## src/rtl/rx_silo_pkg.sv

```systemverilog
package rx_silo_pkg;

  localparam int CHAR_W = 8;
  localparam int TAG_W  = 2;
  localparam int WORD_W = 16;

  typedef struct packed {
    logic              ovr;
    logic              ferr;
    logic              perr;
    logic [TAG_W-1:0]  line;
    logic [CHAR_W-1:0] ch;
  } ent_t;

  localparam int ENT_W = $bits(ent_t);

  function automatic logic [WORD_W-1:0] word_of(input ent_t e);
    return {1'b1, e.ovr, e.ferr, e.perr, 2'b00, e.line, e.ch};
  endfunction

endpackage

```

## src/rtl/rx_line_stage.sv

```systemverilog
module rx_line_stage #(
  parameter int CHAR_W = 8
) (
  input  logic              clk,
  input  logic              rst,
  input  logic              clr,
  input  logic              en,
  input  logic              stb,
  input  logic [CHAR_W-1:0] ch,
  input  logic              perr,
  input  logic              ferr,
  input  logic              take,
  output logic              vld,
  output logic [CHAR_W-1:0] q_ch,
  output logic              q_perr,
  output logic              q_ferr
);

  always_ff @(posedge clk) begin
    if (rst || clr) begin
      vld <= 1'b0;
    end else if (stb && en) begin
      vld <= 1'b1;
    end else if (take) begin
      vld <= 1'b0;
    end
  end

  always_ff @(posedge clk) begin
    if (rst) begin
      q_ch   <= '0;
      q_perr <= 1'b0;
      q_ferr <= 1'b0;
    end else if (stb && en) begin
      q_ch   <= ch;
      q_perr <= perr;
      q_ferr <= ferr;
    end
  end

endmodule

```

## src/rtl/rx_pick.sv

```systemverilog
module rx_pick #(
  parameter int N = 4,
  localparam int IW = (N > 1) ? $clog2(N) : 1
) (
  input  logic [N-1:0]  req,
  output logic [N-1:0]  gnt,
  output logic [IW-1:0] idx,
  output logic          any
);

  always_comb begin
    idx = '0;
    for (int i = N - 1; i >= 0; i--) begin
      if (req[i]) idx = IW'(i);
    end
    any = |req;
    gnt = '0;
    if (any) gnt[idx] = 1'b1;
  end

endmodule

```

## src/rtl/rx_silo_mem.sv

```systemverilog
module rx_silo_mem
  import rx_silo_pkg::*;
#(
  parameter int DEPTH = 64
) (
  input  logic              clk,
  input  logic              rst,
  input  logic              clr,
  input  logic              wr_req,
  input  ent_t              wr_ent,
  input  logic              rd_req,
  output logic [WORD_W-1:0] rd_word,
  output logic              nonempty,
  output logic              nonempty_nxt
);

  localparam int AW = (DEPTH > 1) ? $clog2(DEPTH) : 1;
  localparam int CW = $clog2(DEPTH + 1);

  ent_t            mem [DEPTH];
  ent_t            rd_q;
  ent_t            wr_e;
  logic [AW-1:0]   wr_ptr, rd_ptr;
  logic [CW-1:0]   cnt, cnt_nxt;
  logic            ovr_pend, rd_hit, full, empty, do_wr, do_rd;

  assign full  = (cnt == CW'(DEPTH));
  assign empty = (cnt == '0);
  assign do_wr = wr_req && !full && !clr;
  assign do_rd = rd_req && !empty && !clr;

  always_comb begin
    wr_e     = wr_ent;
    wr_e.ovr = ovr_pend;
  end

  assign cnt_nxt      = cnt + CW'(do_wr) - CW'(do_rd);
  assign nonempty_nxt = !clr && (cnt_nxt != '0);

  // storage: no reset, single write and single registered read port
  always_ff @(posedge clk) begin
    if (do_wr) mem[wr_ptr] <= wr_e;
  end

  always_ff @(posedge clk) begin
    if (do_rd) rd_q <= mem[rd_ptr];
  end

  always_ff @(posedge clk) begin
    if (rst || clr) begin
      wr_ptr   <= '0;
      rd_ptr   <= '0;
      cnt      <= '0;
      ovr_pend <= 1'b0;
      rd_hit   <= 1'b0;
      nonempty <= 1'b0;
    end else begin
      if (do_wr) wr_ptr <= (wr_ptr == AW'(DEPTH - 1)) ? '0 : wr_ptr + 1'b1;
      if (do_rd) rd_ptr <= (rd_ptr == AW'(DEPTH - 1)) ? '0 : rd_ptr + 1'b1;
      cnt      <= cnt_nxt;
      nonempty <= nonempty_nxt;
      if (wr_req && full) ovr_pend <= 1'b1;
      else if (do_wr)     ovr_pend <= 1'b0;
      if (rd_req) rd_hit <= !empty;
    end
  end

  assign rd_word = rd_hit ? word_of(rd_q) : '0;

endmodule

```

## src/rtl/rx_silo.sv

```systemverilog
module rx_silo
  import rx_silo_pkg::*;
#(
  parameter int NUM_LINES = 4,
  parameter int DEPTH     = 64
) (
  input  logic                        clk,
  input  logic                        rst,
  input  logic                        master_clr,
  input  logic [NUM_LINES-1:0]        line_en,
  input  logic [NUM_LINES-1:0]        rx_stb,
  input  logic [NUM_LINES*CHAR_W-1:0] rx_char,
  input  logic [NUM_LINES-1:0]        rx_perr,
  input  logic [NUM_LINES-1:0]        rx_ferr,
  input  logic                        rd_strobe,
  input  logic                        rx_irq_en,
  output logic [WORD_W-1:0]           rd_data,
  output logic                        rx_done,
  output logic                        rx_irq
);

  localparam int IW = (NUM_LINES > 1) ? $clog2(NUM_LINES) : 1;

  logic [NUM_LINES-1:0] slot_vld, slot_perr, slot_ferr, gnt;
  logic [CHAR_W-1:0]    slot_ch [NUM_LINES];
  logic [IW-1:0]        sel;
  logic                 any;
  logic                 nonempty_nxt;
  ent_t                 wr_ent;

  for (genvar i = 0; i < NUM_LINES; i++) begin : g_line
    rx_line_stage #(.CHAR_W(CHAR_W)) u_stage (
      .clk    (clk),
      .rst    (rst),
      .clr    (master_clr),
      .en     (line_en[i]),
      .stb    (rx_stb[i]),
      .ch     (rx_char[i*CHAR_W +: CHAR_W]),
      .perr   (rx_perr[i]),
      .ferr   (rx_ferr[i]),
      .take   (gnt[i]),
      .vld    (slot_vld[i]),
      .q_ch   (slot_ch[i]),
      .q_perr (slot_perr[i]),
      .q_ferr (slot_ferr[i])
    );
  end

  rx_pick #(.N(NUM_LINES)) u_pick (
    .req (slot_vld),
    .gnt (gnt),
    .idx (sel),
    .any (any)
  );

  always_comb begin
    wr_ent      = '0;
    wr_ent.ch   = slot_ch[sel];
    wr_ent.line = TAG_W'(sel);
    wr_ent.perr = slot_perr[sel];
    wr_ent.ferr = slot_ferr[sel];
  end

  rx_silo_mem #(.DEPTH(DEPTH)) u_mem (
    .clk          (clk),
    .rst          (rst),
    .clr          (master_clr),
    .wr_req       (any),
    .wr_ent       (wr_ent),
    .rd_req       (rd_strobe),
    .rd_word      (rd_data),
    .nonempty     (rx_done),
    .nonempty_nxt (nonempty_nxt)
  );

  always_ff @(posedge clk) begin
    if (rst) rx_irq <= 1'b0;
    else     rx_irq <= nonempty_nxt && rx_irq_en;
  end

endmodule

```

## config.mk

```make
export PLATFORM = sky130hd
export DESIGN_NAME = rx_silo
export DESIGN_NICKNAME = d
export VERILOG_FILES = /design/src/rtl/rx_silo_pkg.sv /design/src/rtl/rx_line_stage.sv /design/src/rtl/rx_pick.sv /design/src/rtl/rx_silo_mem.sv /design/src/rtl/rx_silo.sv
export SDC_FILE = /design/constraint.sdc
export NUM_CORES = 1
export LEC_CHECK = 0
export CORE_UTILIZATION = 56
export CTS_CLUSTER_DIAMETER = 80
export DETAILED_ROUTE_END_ITERATION = 6
export PLACE_DENSITY = 0.76
export SLEW_MARGIN = 20
export SYNTH_ARGS = -nofsm -noshare
export SYNTH_HDL_FRONTEND = slang
export SYNTH_SLANG_ARGS = --single-unit
```

## constraint.sdc

```tcl
create_clock -name clk -period 4.6 [get_ports clk]
set_input_delay 0.69 -clock clk [delete_from_list [all_inputs] [get_ports clk]]
set_output_delay 0.69 -clock clk [all_outputs]
set_load 0.01 [all_outputs]
```

==> results.yml, run 1 <==
clocking:
  clock-sinks: 912
  htree_num_levels: 3
  cts.clk_slew.worst_paths_ns: 0.06
  insertion_delay_ns: 0.64
  cts-root-buf: "clkbuf_16"
  holdBufCountCts: 0
  cts.path.max_buffers: 3
  cts_tree: "yes"
  cts_setup_buffers: 0
  cts_resized: 0
  cts_made_buffers: 86
synth:
  yosysUniqueCellTypes: 60
  avgSynthCellArea_um2: 19.4
  yosysWarnings: 0
  synthMuxAreaShare_pct: 13.2
  async_flop_share_pct: 0
  synthXorXnorAreaFrac_pct: 0.346
  synth_top_family_by_area: "multiplexers"
  synth.ff_latch_count: 912
  ys_top_cells_by_area: "edfxtp_1, mux4_2, dfxtp_1, mux2i_1, nand2_1"
  synth.cell_area_um2: 35400
  synthSimpleGateAreaFrac_pct: 3.49
  synth_top_area_cell: "edfxtp_1"
  ys_seq_area_share_pct: 75.4
  syn_inst: 1830
  synth_compound_area_share_pct: 5.17
  netlist.area_leader.share_pct: 71.6
  synth_ff_type: "edfxtp_1"
  synth_enable_flop_cells: 845
  synth_fa_ha_area_share_pct: 0.445
final_layout:
  n_antenna_cell: 0
  final_area_um2: 40600
  area_growth_syn_to_layout_pct: 14.6
  drive_gt1_share_pct: 21.2
  final_common_cell: "edfxtp_1"
  post_layout_nonfiller_instances: 2900
  final_cell_mix: "edfxtp_1, mux4_2, buf_4, nand2_1, nor2_1"
  nNetsFinal: 2059
  postLayoutCoreUtil_pct: 65.4
global_routing:
  antenna_found_initial: 1
  track_usage_pct: 25.5
  grt_pass1_vias: 18400
  overflow: 0
  grt_max_degree: 65
  grt_pass1_wl_mm: 118
power_and_ir_drop:
  ir_worst_vdd_mv: 0.321
  total_power_mw: 17.6
  power_leakage_nw: 13.4
  power_density_nw_per_um2: 434
die:
  fp.dieH_um: 254
  io_pins: 71
  start_util_pct: 57.1
  core-area_um2: 62100
  die_x_um: 254
  die_area_um2: 64300
  num_rows: 91
detailed_routing:
  wl_mm: 79.7
  postRouteAntennaNets: 0
  drcViolationCount: 0
  routedWlPerCell_um: 27.5
  vias: 18500
  via_per_inst: 6.38
  drtIter0Drc: 2094
  drt_first_pass_iters: 7
worst_setup_path:
  cpPeakStageDelay_ns: 0.58
  rrSetupSlack_ns: 1.12
  crit_slowest_cell: "nor4bb_1"
  r2r_start: "u_mem.cnt[3]"
  criticalPathCategory: "flip-flop to flip-flop"
  cp.required_ns: 5.08
  r2r_cells: 13
  crit_path_frequent_cell: "ha_1"
  cp_max_fo: 3
  endpoint_kind: "flip-flop"
  cp.arrival_ns: 3.95
  r2r_end: "u_mem.nonempty"
  start_kind: "flip-flop"
  crit_chain: "inv_1 > ha_1 > nor4bb_1 > a211oi_4 > ha_1 > inv_1 > ha_1 > fa_1 > a21oi_1 > o21bai_1 > xor2_1 > nor4bb_1 > o21ai_0"
sta:
  period_share_pct: 75.6
  setup_viol_count_final: 0
  max_slew.worst_pin.slew_ns: 1.08
  min_period_ns: 3.48
  setup_ws_ns: 1.12
  timing.setup.tns_ns: 0
  drv_slew: 0
  fin_worst_skew_ns: 0.0292
  fmax_mhz: 288
  hold_viol: 0
  rsz0062_at_grt: "false"
  worst_hold_slack_ns: 0.455
  relSlewSlack_pct: 27.8
min_path:
  hold_end: "g_line[2].u_stage.q_ch[4]"
  holdPathStages: 2
  worstHoldPathType: "flip-flop to flip-flop"
  hold_start: "g_line[2].u_stage.q_ch[4]"
placement:
  placed_area_um2: 37600
  routabilityCongestion: 0.880
  pre_cts_slack_ns: 1.07
  dp_hpwl_mm: 46.6
  placed_cells: 2740
  portBuffers: 68
outcome:
  status: "completed"
run:
  cap_violations: 0
==> critical path, delay by kind of cell (launching register included) <==
family	cells	cell delay (ns)
adders and majority gates	4	1.17
and+or+nand+nor	2	0.99
AOI/OAI and AO/OA	4	0.54
DFF	1	0.32
xor gates and xnor gates	1	0.17
buffers and inverters	2	0.14
==> report_power, final <==
part,leakage (nW),switching [mW],internal [mW]
clock network,1.42,2.97,4.21
logic,3.12,0.676,0.528
registers,8.83,0.0730,9.14
==> synth_stat cells, types with 17 or more instances <==
library cell	n
clkbuf_1	55
a221oi_1	22
a22oi_1	38
buf_2	18
a21oi_1	58
dfxtp_1	67
mux2i_1	60
and2_1	24
a211oi_1	17
edfxtp_1	845
nand2_1	100
o221ai_1	34
mux4_2	171
a22o_1	35
nor2_1	99
==> cell families after synthesis <==
family                   count (synthesis)
other                                    1
AND/OR/NAND/NOR                        274
multiplexers                           239
XOR/XNOR                                14
adder cells (fa/ha/maj)                 12
AO/OA/AOI/OAI                          253
flip-flops                             912
buffers and inverters                  125
==> state kept, by name, indices dropped and copies added (netlist names), 4 cells and up <==
signal	cells
g_line.u_stage.vld	4
u_mem.rd_q	13
u_mem.rd_ptr	6
g_line.u_stage.q_ch	32
g_line.u_stage.q_perr	4
u_mem.wr_ptr	6
g_line.u_stage.q_ferr	4
u_mem.cnt	7
u_mem.mem	832
==> how the worst max path moves through the flow <==
stage	cells after the start	slack, ns	end	startpoint
6_report	13	1.12	u_mem.nonempty	u_mem.cnt[3]
5_1_grt	13	0.84	u_mem.nonempty	u_mem.cnt[2]
2_1_floorplan	4	0.34	u_mem.mem[0][4]	g_line[1].u_stage.vld
4_1_cts	13	1.11	u_mem.nonempty	u_mem.cnt[3]
3_3_place_gp	11	1.16	rx_irq	master_clr
3_5_place_dp	10	1.07	u_mem.nonempty	master_clr
==> final cells by class <==
type                            count  area, µm²
Clock buffer                      113       2400
Sequential cell                   912      26700
Clock inverter                     44        504
Inverter                           14       52.6
Timing Repair Buffer              186       1690
Multi-Input combinational cell    794       8160
Tap cell                          837       1050
Fill cell                        3883      21500
==> layer usage <==
layer | vias up | track usage, % | part of all wire [%] | wire length (µm)
li1 | 7816 | - | - | -
met1 | 9504 | 36.1 | 39 | 30900
met2 | 1052 | 40.2 | 49 | 38700
met3 | 130 | 4.15 | 9.3 | 7400
met4 | 2 | 9.58 | 3.4 | 2720
met5 | - | 0 | 0.010 | 8
Power figures use the tool's default switching activity.
==> run 2, diff against run 1 <==
==> constraint.sdc (replaced) <==
create_clock -name clk -period 2.9 [get_ports clk]
set_input_delay 0.435 -clock clk [delete_from_list [all_inputs] [get_ports clk]]
set_output_delay 0.435 -clock clk [all_outputs]
set_load 0.01 [all_outputs]
==> results.yml, run 2 (synthesis results as in run 1) <==
worst_setup_path:
  endpoint_kind: "flip-flop"
  criticalPathCategory: "flip-flop to flip-flop"
  crit_slowest_cell: "fa_2"
  cp_max_fo: 3
  cp.required_ns: 3.42
  cp.buffers_inverters: 2
  cp.arrival_ns: 3.41
  cpPeakStageDelay_ns: 0.38
  start_kind: "flip-flop"
  crit_chain: "inv_2 > ha_4 > nor4bb_4 > a211oi_4 > ha_1 > inv_2 > ha_4 > fa_2 > a21oi_2 > o21bai_2 > xor2_2 > nor4bb_4 > a21oi_1"
  crit_family: "adder cells"
power_and_ir_drop:
  p_comb_share_pct: 8.4
  ir_worst_vdd_mv: 0.501
  intPower_mw: 21.8
  clockPowerShare_pct: 39.3
  p_sw_share_pct: 22.0
  power_leakage_nw: 13.7
  p_seq_share_pct: 52.3
  power_density_nw_per_um2: 674
  netSwitchingPower_mw: 6.15
global_routing:
  grt_pass1_vias: 18800
  overflow: 0
  grt_max_degree: 65
  antenna_found_initial: 0
  grt_pass1_wl_mm: 120
  track_usage_pct: 25.8
final_layout:
  n_antenna_cell: 0
  area_growth_syn_to_layout_pct: 16.9
  final_common_cell: "edfxtp_1"
  nNetsFinal: 2130
  reg_top3: "u_mem.mem (832), g_line.u_stage.q_ch (32), u_mem.rd_q (13)"
  final_area_um2: 41400
  drive_gt1_share_pct: 24.3
  largest_register: "u_mem.mem"
  largest_reg_flops: 832
  post_layout_nonfiller_instances: 2973
  final_cell_mix: "edfxtp_1, mux4_2, buf_4, nand2_1, nor2_1"
placement:
  routabilityCongestion: 0.852
  placed_cells: 2804
  dp_hpwl_mm: 49.2
  placed_area_um2: 38500
  portBuffers: 68
clocking:
  cts.clk_slew.worst_paths_ns: 0.06
  clock-sinks: 912
  htree_num_levels: 3
  cts_tree: "yes"
  cts.path.max_buffers: 3
  insertion_delay_ns: 0.66
  cts-root-buf: "clkbuf_16"
  cts_made_buffers: 88
die:
  io_pins: 71
  start_util_pct: 57.1
  die_x_um: 254
  fp.dieH_um: 254
  die_area_um2: 64300
  num_rows: 91
  core-area_um2: 62100
detailed_routing:
  drtIter0Drc: 2080
  vias: 18900
  wl_mm: 81.4
  postRouteAntennaNets: 0
  drcViolationCount: 0
  routedWlPerCell_um: 27.4
  drt_first_pass_iters: 5
  via_per_inst: 6.35
sta:
  setup_viol_count_final: 0
  fmax_mhz: 346
  worst_hold_slack_ns: 0.350
  max_slew.worst_pin.slew_ns: 1.17
  hold_viol: 0
  fin_worst_skew_ns: 0.0251
  drv_slew: 0
  period_share_pct: 99.7
  min_period_ns: 2.89
  rsz0062_at_grt: "true"
  relSlewSlack_pct: 21.7
min_path:
  worstHoldPathType: "input port to flip-flop"
run:
  cap_violations: 0
outcome:
  status: "completed"
[run 2: area by class of cell]
class	instances	area (µm²)
clock buffer	114	2320
clock inverter	47	452
fill	3781	20600
inverter	14	52.6
multi-input combinational	794	8270
sequential	912	26700
tap	837	1050
timing repair buffer	255	2550
[run 2: metrics by stage]
stage	TNS, ns	total power [mW]	utilization, %	worst slack [ns]
4_1_cts	0	27.9	66.6	0.0162
2_1_floorplan	-0.156	16.3	-	-0.0794
5_1_grt	-0.262	28.7	66.8	-0.125
6_report	0	27.9	66.8	0.00895
3_5_place_dp	-0.292	17.1	62.1	-0.124
3_3_place_gp	-0.203	17.0	62.1	-0.0873
[run 2: power by group through the flow]
stage          Sequential, mW  Combinational, mW  Clock, mW
6_report                 14.6               2.36       11.0
2_1_floorplan            14.8               1.50          0
5_1_grt                  14.6               2.52       11.6
3_5_place_dp             14.9               2.22          0
4_1_cts                  14.6               2.27       11.1
3_3_place_gp             14.9               2.15          0
[run 2: per-layer routing]
layer  GRT usage, %  up-vias  routed length [µm]  share of wire [%]
met5              0        -                   0                  0
met4           11.0        0                3120                3.8
met3           4.50      165                7360                9.0
met2           40.1     1025               39100                 48
met1           36.5     9713               31900                 39
li1               -     7962                   -                  -
[run 2: worst reg2reg max path, stage by stage (launching register included)]
cell and delay, ns:
dfxtp_2 0.33, inv_2 0.07, ha_4 0.14, nor4bb_4 0.36, a211oi_4 0.11, ha_1 0.30, inv_2 0.04, ha_4 0.16
fa_2 0.38, a21oi_2 0.16, o21bai_2 0.11, xor2_2 0.18, nor4bb_4 0.33, a21oi_1 0.10
[run 2: final timing paths]
| check | startpoint | to | slack (ns) | cells after the start |
|---|---|---|---|---|
| max | u_mem.cnt[2] | rx_irq | 0.009 | 13 |
| min | rx_char[16] | g_line[2].u_stage.q_ch[0] | 0.35 | 3 |
| max reg2reg | u_mem.cnt[2] | rx_irq | 0.009 | 13 |
| min reg2reg | g_line[2].u_stage.q_ch[0] | g_line[2].u_stage.q_ch[0] | 0.46 | 2 |
[run 2: timing repair]
item	CTS	global route
cloned	0	0
resized for setup	0	3
setup buffers	1	5
setup endpoints to repair	2	3
hold buffers	0	0
pin swaps	1	12
==> run 3, diff against run 2 <==
--- a/config.mk
+++ b/config.mk
@@ -5,10 +5,13 @@
 export SDC_FILE = /design/constraint.sdc
 export NUM_CORES = 1
 export LEC_CHECK = 0
-export CORE_UTILIZATION = 56
+export CELL_PAD_IN_SITES_DETAIL_PLACEMENT = 1
+export CELL_PAD_IN_SITES_GLOBAL_PLACEMENT = 2
+export CORE_UTILIZATION = 45
 export CTS_CLUSTER_DIAMETER = 80
 export DETAILED_ROUTE_END_ITERATION = 6
-export PLACE_DENSITY = 0.76
+export DONT_BUFFER_PORTS = 1
+export PLACE_DENSITY_LB_ADDON = 0.1
 export SLEW_MARGIN = 20
 export SYNTH_ARGS = -nofsm -noshare
 export SYNTH_HDL_FRONTEND = slang
==> results.yml, run 3 (synthesis results as in run 1) <==
final_layout:
  area_growth_syn_to_layout_pct: 18.1
  largest_reg_flops: 832
  final_cell_mix: "edfxtp_1, mux4_2, buf_4, nand2_1"
  regArea_um2: 26700
  postLayoutCoreUtil_pct: 53.8
  n_fill_cell: 6807
  drive_gt1_share_pct: 25.5
  reg_top3: "u_mem.mem (832), g_line.u_stage.q_ch (32), u_mem.rd_q (13)"
  largest_register: "u_mem.mem"
  final_common_cell: "edfxtp_1"
  final_area_um2: 41900
  n_antenna_cell: 0
  post_layout_nonfiller_instances: 3161
  multi_input_area_um2: 8300
  nNetsFinal: 2105
clocking:
  htree_num_levels: 3
  cts_made_buffers: 94
  cts.path.max_buffers: 3
  cts_tree: "yes"
  cts-root-buf: "clkbuf_16"
  cts.clk_slew.worst_paths_ns: 0.06
  insertion_delay_ns: 0.65
  clock-sinks: 912
sta:
  max_slew.worst_pin.slew_ns: 1.05
  fin_worst_skew_ns: 0.0244
  period_share_pct: 97.6
  min_period_ns: 2.83
  worst_hold_slack_ns: 0.0563
  hold_viol: 0
  setup_viol_count_final: 0
  drv_slew: 0
  rsz0062_at_grt: "true"
  fmax_mhz: 353
  timing.setup.tns_ns: 0
  setup_ws_ns: 0.0693
  relSlewSlack_pct: 29.7
worst_setup_path:
  criticalPathCategory: "flip-flop to flip-flop"
  cpPeakStageDelay_ns: 0.37
  endpoint_kind: "flip-flop"
  crit_chain: "inv_2 > ha_4 > nor4bb_4 > a211oi_4 > ha_4 > inv_2 > ha_4 > fa_2 > a21oi_2 > o21bai_2 > xor2_2 > nor4bb_4 > a21oi_1"
  crit_slowest_cell: "nor4bb_4"
  r2r_start: "u_mem.cnt[3]"
  startpoint: "u_mem.cnt[3]"
  cp.arrival_ns: 3.35
  cp.required_ns: 3.42
  crit_path_frequent_cell: "ha_4"
  start_kind: "flip-flop"
  cp_max_fo: 3
global_routing:
  grt_pass1_wl_mm: 130
  grt_pass1_vias: 19200
  overflow: 0
  grt_max_degree: 65
  track_usage_pct: 22.6
  antenna_found_initial: 0
placement:
  pre_cts_slack_ns: -0.0140
  dp_hpwl_mm: 53.8
  placed_area_um2: 38200
  placed_cells: 2934
  portBuffers: 0
  routabilityCongestion: 0.809
die:
  io_pins: 71
  die_area_um2: 79800
  die_x_um: 283
  start_util_pct: 45.6
  fp.dieH_um: 283
  num_rows: 102
  core-area_um2: 77700
detailed_routing:
  postRouteAntennaNets: 0
  drtIter0Drc: 1366
  via_per_inst: 5.77
  vias: 18300
  drt_first_pass_iters: 6
  wl_mm: 88.2
  routedWlPerCell_um: 27.9
  drcViolationCount: 0
power_and_ir_drop:
  total_power_mw: 29.0
  power_leakage_nw: 13.8
  power_density_nw_per_um2: 692
  ir_worst_vdd_mv: 0.555
outcome:
  status: "completed"
run:
  cap_violations: 0
min_path:
  hold_start: "rd_strobe"
  worstHoldPathType: "input port to flip-flop"
## run 3: layer usage
metal	track usage [%]	wire, µm	vias to the layer above
li1	-	-	7936
met1	33.4	40300	9748
met2	34.7	41100	472
met3	3.93	4740	96
met4	6.61	2110	0
met5	0	0	-
## run 3: final timing paths
kind	endpoint	slack [ns]	cells after the start
setup / recovery	rx_irq	0.07	13
hold / removal	u_mem.rd_hit	0.06	2
setup reg to reg	rx_irq	0.07	13
hold reg to reg	g_line[2].u_stage.q_ferr	0.46	2
## run 3: final cells by class
type,count,share of cell area [%]
sequential,912,63.9
multi-input combinational,794,19.8
clock buffer,116,5.92
timing repair buffer,224,5.65
tap,1040,3.11
clock inverter,61,1.49
inverter,14,0.126
## run 3: worst max-delay path, delay by kind of cell (launching register included)
family | cells | cell delay, ns
simple gates | 2 | 0.68
compound gates | 4 | 0.48
buf+inv | 2 | 0.11
fa+ha+maj | 4 | 0.93
xor+xnor | 1 | 0.18
flops | 1 | 0.32
## run 3: what timing repair did
| action | 4_1_cts | 5_1_grt |
|---|---|---|
| hold buffers | 43 | 0 |
| hold endpoints to repair | 42 | 0 |
| endpoints found under the setup margin | 2 | 5 |
| setup buffers | 1 | 5 |
| pin swaps | 3 | 3 |
| gates resized for setup | 1 | 6 |
## run 3: where the power goes
part | leakage (nW) | switching (mW) | internal [mW]
logic | 3.47 | 1.23 | 1.07
registers | 8.83 | 0.113 | 14.5
clock network | 1.50 | 5.07 | 6.99
